File: src/rtl/bitclk_gen.sv
module bitclk_gen #(
  parameter int PM_W      = 8,
  parameter int BASE_HALF = 2,
  parameter int RANGE_DIV = 8
) (
  input  logic            clk,
  input  logic            rst_n,
  input  logic            soft_rst,
  input  logic            range_sel,
  input  logic [PM_W-1:0] modulus,
  output logic            bclk,
  output logic            bclk_tick
);

  localparam int PRE_MAX = BASE_HALF * RANGE_DIV;
  localparam int PRE_W   = (PRE_MAX > 2) ? $clog2(PRE_MAX) : 1;
  localparam logic [PRE_W-1:0] LAST_SLOW = PRE_W'(PRE_MAX - 1);
  localparam logic [PRE_W-1:0] LAST_FAST = PRE_W'(BASE_HALF - 1);

  logic [PRE_W-1:0] pre_cnt;
  logic [PRE_W-1:0] pre_last;
  logic [PM_W-1:0]  mod_cnt;
  logic [PM_W-1:0]  pm_q;
  logic             rng_q;
  logic             pre_wrap;
  logic             mod_wrap;
  logic             half_done;

  assign pre_last  = rng_q ? LAST_SLOW : LAST_FAST;
  assign pre_wrap  = (pre_cnt == pre_last);
  assign mod_wrap  = (mod_cnt == pm_q);
  assign half_done = pre_wrap && mod_wrap;

  always_ff @(posedge clk or negedge rst_n) begin
    if (!rst_n) begin
      pre_cnt   <= '0;
      mod_cnt   <= '0;
      pm_q      <= '0;
      rng_q     <= 1'b0;
      bclk      <= 1'b0;
      bclk_tick <= 1'b0;
    end else if (soft_rst) begin
      pre_cnt   <= '0;
      mod_cnt   <= '0;
      pm_q      <= '0;
      rng_q     <= 1'b0;
      bclk      <= 1'b0;
      bclk_tick <= 1'b0;
    end else begin
      bclk_tick <= half_done;
      pre_cnt   <= pre_wrap ? '0 : pre_cnt + 1'b1;
      if (pre_wrap)
        mod_cnt <= mod_wrap ? '0 : mod_cnt + 1'b1;
      if (half_done) begin
        bclk <= ~bclk;
        if (bclk) begin
          pm_q  <= modulus;
          rng_q <= range_sel;
        end
      end
    end
  end

  AST_MOD_IN_RANGE: assert property (@(posedge clk) disable iff (!rst_n)
    mod_cnt <= pm_q) else $error("modulus counter beyond limit");

  AST_PRE_IN_RANGE: assert property (@(posedge clk) disable iff (!rst_n)
    pre_cnt <= pre_last) else $error("prescale counter beyond limit");

  AST_TICK_MARKS_EDGE: assert property (@(posedge clk) disable iff (!rst_n)
    bclk_tick |-> (bclk != $past(bclk))) else $error("tick without level change");

  AST_LEVEL_ONLY_ON_TICK: assert property (@(posedge clk) disable iff (!rst_n || soft_rst)
    !bclk_tick |-> (bclk == $past(bclk))) else $error("level change without tick");

  AST_UPDATE_AT_PERIOD_END: assert property (@(posedge clk) disable iff (!rst_n || soft_rst)
    ((pm_q != $past(pm_q)) || (rng_q != $past(rng_q))) |-> (bclk_tick && !bclk))
    else $error("settings changed mid-period");

  AST_SOFT_HOLD_LOW: assert property (@(posedge clk) disable iff (!rst_n)
    soft_rst |=> (!bclk && !bclk_tick)) else $error("bit clock active in soft reset");

endmodule

File: config.mk
export PLATFORM = sky130hd
export DESIGN_NAME = bitclk_gen
export DESIGN_NICKNAME = d
export VERILOG_FILES = /design/src/rtl/bitclk_gen.sv
export SDC_FILE = /design/constraint.sdc
export NUM_CORES = 1
export LEC_CHECK = 0
export BUFFER_PORTS_ARGS = -buffer_cell sky130_fd_sc_hd__buf_2
export CORE_ASPECT_RATIO = 2
export CORE_MARGIN = 3
export CORE_UTILIZATION = 40
export DETAILED_ROUTE_END_ITERATION = 6
export PLACE_DENSITY = 0.57
export RECOVER_POWER = 100
export REMOVE_ABC_BUFFERS = 1
export SYNTH_ARGS = -nofsm -noshare
export SYNTH_HDL_FRONTEND = slang
export SYNTH_SLANG_ARGS = --single-unit
File: constraint.sdc
create_clock -name clk -period 4.58 [get_ports clk]
set_clock_uncertainty 0.15 [all_clocks]
set_input_delay 0 -clock clk [delete_from_list [all_inputs] [get_ports clk]]
set_output_delay 0 -clock clk [all_outputs]
set_load 0.02 [all_outputs]
# Word level (Yosys, flattened, before mapping)
# Index checks and enable logic that the tools add are counted.
# W data, S select, Z words.
[totals]
register_bits = 23
latchBits = 0
mem_bits_rw = 0
romBits = 0
output_inout_bits = 2
mem_count = 0
[classes]
n_addsub = 2
multipliers = 0
div_mod_pow = 0
order_cmp = 0
eq_ne = 2
n_shift = 0
muxes = 15
bitwise = 1
reduce_logical = 5
[ops]
columns = ["cell", "n"]
rows = [
  ["$mux W8", 6],
  ["$mux W4", 3],
  ["$add A8 B1 Y8 const B", 1],
  ["$eq A8 B8 Y1", 1],
  ["$mux W1", 6],
  ["$reduce_bool A2 Y1", 3],
  ["$add A4 B1 Y4 const B", 1],
  ["$eq A4 B4 Y1", 1],
  ["$reduce_and A2 Y1", 1],
  ["$logic_and A1 B1 Y1", 1],
  ["$not A1 Y1", 1],
]

# Longest topological paths before layout
[depth]
depth_word = 5
depth_mapped = 6
ltp_nobuf = 5

# Worst setup path after synthesis
# No wires, ideal clock.
[synth_path]
path_type = "reg-to-reg"
start = "register pre_cnt[2]"
end = "register pm_q[0]"
arrival_time_ns = 1.799
t_required_ns = 4.351
setup_slack_ns = 2.551
path_stages_with_launch = 6
n_path_buf = 1
synth_period_minus_slack_ns = 2.029
path_cell_list = "dfrtp_1 or4_4 a21bo_1 nor4_1 buf_4 mux2i_1"
[synth_via]
elab_chain_cells = 4
[synth_rtl]
columns = ["element", "line", "text"]
rows = [
  ["start, declared", "20", "logic [PRE_W-1:0] pre_cnt;"],
  ["start signal, assigned", "51", "pre_cnt <= pre_wrap ? '0 : pre_cnt + 1'b1;"],
  ["$eq A4 B4 Y1", "30", "assign pre_wrap = (pre_cnt == pre_last);"],
  ["$logic_and A1 B1 Y1", "32", "assign half_done = pre_wrap && mod_wrap;"],
  ["$reduce_bool A2 Y1 (no line)", "n/a", ""],
  ["$reduce_and A2 Y1 (no line)", "n/a", ""],
  ["end signal, assigned", "57", "pm_q <= modulus;"],
  ["end, declared", "23", "logic [PM_W-1:0] pm_q;"],
]
# No other way between the ends.
# A chain may end at the register's enable or synchronous reset.

# Worst setup path after layout
[layout_path]
start = "register pre_cnt[2]"
end = "register pm_q[4]"
# Same word-level chain as after synthesis.

==> flow_summary.rst <==
.. list-table::
   :header-rows: 1

   * - Metric
     - Value
   * - Result of the run
     - finished clean
   * - Number of antenna violations at the first check in global routing
     - 0
   * - Number of gates given a new drive strength after cts
     - 0
   * - Number of buffer and inverter stages on the critical path
     - 1
   * - Clock tree from TritonCTS
     - built
   * - Share of the cycle needed by the critical path after routing
     - 0.590
   * - Headroom to the max-slew limit
     - 0.163
   * - Count of flip-flops with a built-in enable after synthesis
     - 0
   * - I/O Pins
     - 14
   * - Mapped Cells
     - 134
   * - Worst setup path class
     - register to register
   * - Crit path max-delay family
     - simple AND/OR/NAND/NOR gates
   * - Number of storage elements in the synthesis netlist
     - 23
   * - Placer's final routability congestion estimate
     - 0.781
   * - Worst hold path endpoint
     - pre_cnt[0]$_DFF_PN0_
   * - Top cells by area, synth
     - sky130_fd_sc_hd__dfrtp_1, sky130_fd_sc_hd__nand2b_1, sky130_fd_sc_hd__mux2i_1
   * - Warnings, synthesis
     - 0
   * - HPWL Detailed
     - 1880 µm
   * - # H-tree levels
     - 1
   * - Area delta synth->final
     - 15.9%
   * - Final Setup Violations
     - 0
   * - Top fanout value on the critical path
     - 12
   * - Total number of vias
     - 1036
   * - Antenna-violating nets left
     - 0
   * - Hold Fails Final Rpt
     - 0
   * - Yosys top cell area share
     - 0.441
   * - Clock Latency Late Sink
     - 0.27 ns
   * - Horizontal die dimension
     - 46.4 µm
   * - Number of hold buffers added after cts
     - 10
   * - Final-layout worst hold slack
     - 0.0474 ns
   * - Fraction of registers with async set or reset after synthesis
     - 1.00
   * - Worst stage delay on the critical path
     - 0.59 ns
   * - Leakage Power
     - 0.607 nW
   * - Initial standard-cell utilization of the core
     - 0.429
   * - Total standard cell area after synthesis
     - 1310 µm²
   * - Pin count of the biggest net entering global routing
     - 33
   * - Post-synth top area cell
     - sky130_fd_sc_hd__dfrtp_1
   * - Standard cell area after detailed placement
     - 1390 µm²
   * - Total grt overflow
     - 0
   * - Count of buffers added by post-CTS timing repair for setup
     - 0
   * - TritonCTS Buffers
     - 3
   * - Final Max Tran Viols
     - 0
   * - Detailed-route vias per instance
     - 5.63
   * - Post-layout instance area
     - 1510 µm²
   * - Clock transition at the register clock pins on the worst setup and hold paths after CTS
     - 0.08 ns
   * - Total Routed Length
     - 2830 µm
   * - Diodes inserted
     - 0
   * - Part of the Yosys area used for sequential elements
     - 0.441
   * - Number of nets in the finished design
     - 169
   * - Y dimension of the die
     - 86.8 µm
   * - Via count of the first global-routing pass
     - 1043
   * - Die area
     - 4030 µm²
   * - Slack of the worst reg-to-reg path
     - 1.88 ns
   * - Global-route total usage across every layer
     - 0.155
   * - Average wire per cell in the routed design
     - 15.4 µm
   * - Worst EP required
     - 4.62 ns
   * - Worst Tran Pin Value
     - 1.26 ns
   * - Setup total negative slack
     - 0 ns
   * - Signal arrival time at the worst endpoint
     - 2.74 ns
   * - Startpoint of the most critical register-to-register path
     - pre_cnt[2]$_DFF_PN0_
   * - Fraction of final layout cells sized beyond drive strength 1
     - 0.0909
   * - Clock root cell
     - sky130_fd_sc_hd__clkbuf_8
   * - Hold path cells
     - 2
   * - Launching element type of the critical path
     - register
   * - Power Dens Cells
     - 277 nW/µm²
   * - Maximum clock frequency
     - 370 MHz
   * - Maximum number of buffers from clock root to sink
     - 2
   * - Endpoint kind of the worst setup timing path
     - register
   * - First-pass GRT wire length
     - 4660 µm
   * - Library cell contributing the largest single delay on the critical path
     - sky130_fd_sc_hd__or4_1
   * - Instance count on the critical path
     - 5
   * - First-iteration detailed-routing DRC count
     - 30
   * - Port Buffers
     - 13
   * - Type of the worst min-delay path
     - input pin to register
   * - Post-route minimum period
     - 2.70 ns
   * - End of the worst register-to-register path
     - pm_q[4]$_DFFE_PN0P_
   * - Hold_sp
     - soft_rst
   * - Count of standard-cell rows
     - 28
   * - Count of unresolved DRC violations after routing
     - 0
   * - Core area
     - 3050 µm²
   * - Worst Reg-to-Reg Cells
     - 5
   * - Maximum Capacitance Violations
     - 0
   * - Dominant register cell in the synthesized netlist
     - sky130_fd_sc_hd__dfrtp_1
   * - DR pass1 iterations
     - 4
   * - Num Clock Sinks
     - 23
   * - Cell chain of the critical path
     - or4_1 -> a21bo_1 -> nor4_1 -> clkbuf_1 -> mux2i_1
   * - Worst IR drop on VDD
     - 214 µV
   * - Yosys cell types
     - 32
   * - Setup repair after global routing missed its margin
     - no
   * - Avg Synthesized Cell Area
     - 9.75 µm²
   * - Overall power consumption
     - 0.420 mW
-- synthesized netlist by cell type, types with 3 or more instances --
master,number
sky130_fd_sc_hd__a21oi_1,5
sky130_fd_sc_hd__a31oi_1,5
sky130_fd_sc_hd__and3_1,3
sky130_fd_sc_hd__clkbuf_1,7
sky130_fd_sc_hd__dfrtp_1,23
sky130_fd_sc_hd__inv_1,4
sky130_fd_sc_hd__mux2i_1,9
sky130_fd_sc_hd__nand2_1,9
sky130_fd_sc_hd__nand2b_1,18
sky130_fd_sc_hd__nand3_1,3
sky130_fd_sc_hd__nand4_1,4
sky130_fd_sc_hd__nor2_1,3
sky130_fd_sc_hd__nor3_1,3
sky130_fd_sc_hd__o211ai_1,7
sky130_fd_sc_hd__xnor2_1,9
-- worst max path at each step --
stage	start	to	slack, ns
after detailed placement	pre_cnt[2]$_DFF_PN0_	pm_q[4]$_DFFE_PN0P_	2.29
after floorplan	pre_cnt[2]$_DFF_PN0_	pm_q[0]$_DFFE_PN0P_	1.44
after global placement	mod_cnt[4]$_DFFE_PN0P_	pm_q[3]$_DFFE_PN0P_	2.32
final	pre_cnt[2]$_DFF_PN0_	pm_q[4]$_DFFE_PN0P_	1.88
after global routing	mod_cnt[4]$_DFFE_PN0P_	pm_q[3]$_DFFE_PN0P_	1.70
after CTS	mod_cnt[4]$_DFFE_PN0P_	pm_q[4]$_DFFE_PN0P_	2.27
-- logic make-up after synthesis --
kind of cell               share of synthesized area
DFF                                            0.441
AOI/OAI and AO/OA                              0.144
and+or+nand+nor                                0.223
adders and majority gates                     0.0192
xor gates and xnor gates                      0.0671
muxes                                         0.0690
buffers and inverters                         0.0374
-- registers in the layout, indices dropped and copies added, names as in the netlist --
name       flops
bclk_tick      1
pm_q           8
bclk           1
rng_q          1
pre_cnt        4
mod_cnt        8
-- cells in the final DEF, fill, tap and decap left out --
| cell | count |
|---|---|
| sky130_fd_sc_hd__nand3b_1 | 1 |
| sky130_fd_sc_hd__or4_1 | 2 |
| sky130_fd_sc_hd__nand2b_1 | 18 |
| sky130_fd_sc_hd__dfrtp_1 | 23 |
| sky130_fd_sc_hd__clkinv_2 | 1 |
| sky130_fd_sc_hd__o211ai_1 | 7 |
| sky130_fd_sc_hd__nor2_1 | 3 |
| sky130_fd_sc_hd__a21oi_1 | 5 |
| sky130_fd_sc_hd__and3_1 | 3 |
| sky130_fd_sc_hd__a21bo_1 | 1 |
| sky130_fd_sc_hd__xor2_1 | 1 |
| sky130_fd_sc_hd__o2111ai_1 | 2 |
| sky130_fd_sc_hd__o31ai_1 | 1 |
| sky130_fd_sc_hd__nand4_1 | 4 |
| sky130_fd_sc_hd__o21ai_0 | 2 |
| sky130_fd_sc_hd__nor3b_1 | 2 |
| sky130_fd_sc_hd__nor3_1 | 3 |
| sky130_fd_sc_hd__o21bai_1 | 1 |
| sky130_fd_sc_hd__clkbuf_1 | 4 |
| sky130_fd_sc_hd__a21boi_0 | 1 |
| sky130_fd_sc_hd__a31oi_1 | 5 |
| sky130_fd_sc_hd__ha_1 | 2 |
| sky130_fd_sc_hd__xnor2_1 | 9 |
| sky130_fd_sc_hd__nand2_1 | 9 |
| sky130_fd_sc_hd__dlygate4sd3_1 | 10 |
| sky130_fd_sc_hd__buf_2 | 10 |
| sky130_fd_sc_hd__mux2i_1 | 9 |
| sky130_fd_sc_hd__o221ai_1 | 1 |
| sky130_fd_sc_hd__inv_1 | 4 |
| sky130_fd_sc_hd__clkbuf_8 | 3 |
| sky130_fd_sc_hd__o22ai_1 | 1 |
| sky130_fd_sc_hd__nor2b_1 | 1 |
| sky130_fd_sc_hd__nor4_1 | 2 |
| sky130_fd_sc_hd__nand3_1 | 3 |
-- per-stage QoR --
| stage | util | setup WS [ns] | instances |
|---|---|---|---|
| 5_1_grt | 0.497 | 1.70 | 184 |
| 3_5_place_dp | 0.456 | 2.29 | 170 |
| 3_3_place_gp | 0.456 | 2.32 | 170 |
| 4_1_cts | 0.504 | 2.27 | 184 |
| 6_report | 0.497 | 1.88 | 184 |
| 2_1_floorplan | - | 1.44 | 126 |
-- where the power goes --
part	leakage [nW]	internal [mW]	total [mW]	switching (mW)
Combinational	0.264	0.0273	0.0741	0.0468
Sequential	0.318	0.211	0.219	0.00803
Clock	0.0255	0.0608	0.127	0.0662
-- layer usage --
metal | part of all wire | routed length [µm] | GRT usage
met3 | 0.027 | 77 | 0.0249
met1 | 0.45 | 1290 | 0.193
met2 | 0.49 | 1370 | 0.247
met5 | 0 | 0 | 0
met4 | 0.032 | 90 | 0.0751
-- cell type report --
class,instances,area (µm²)
Inverter,4,15.0
Fill cell,291,1530
Clock inverter,1,5.00
Clock buffer,3,41.3
Tap cell,30,37.5
Multi-Input combinational cell,99,674
Timing Repair Buffer,24,165
Sequential cell,23,576
Power figures use the tool's default switching activity.
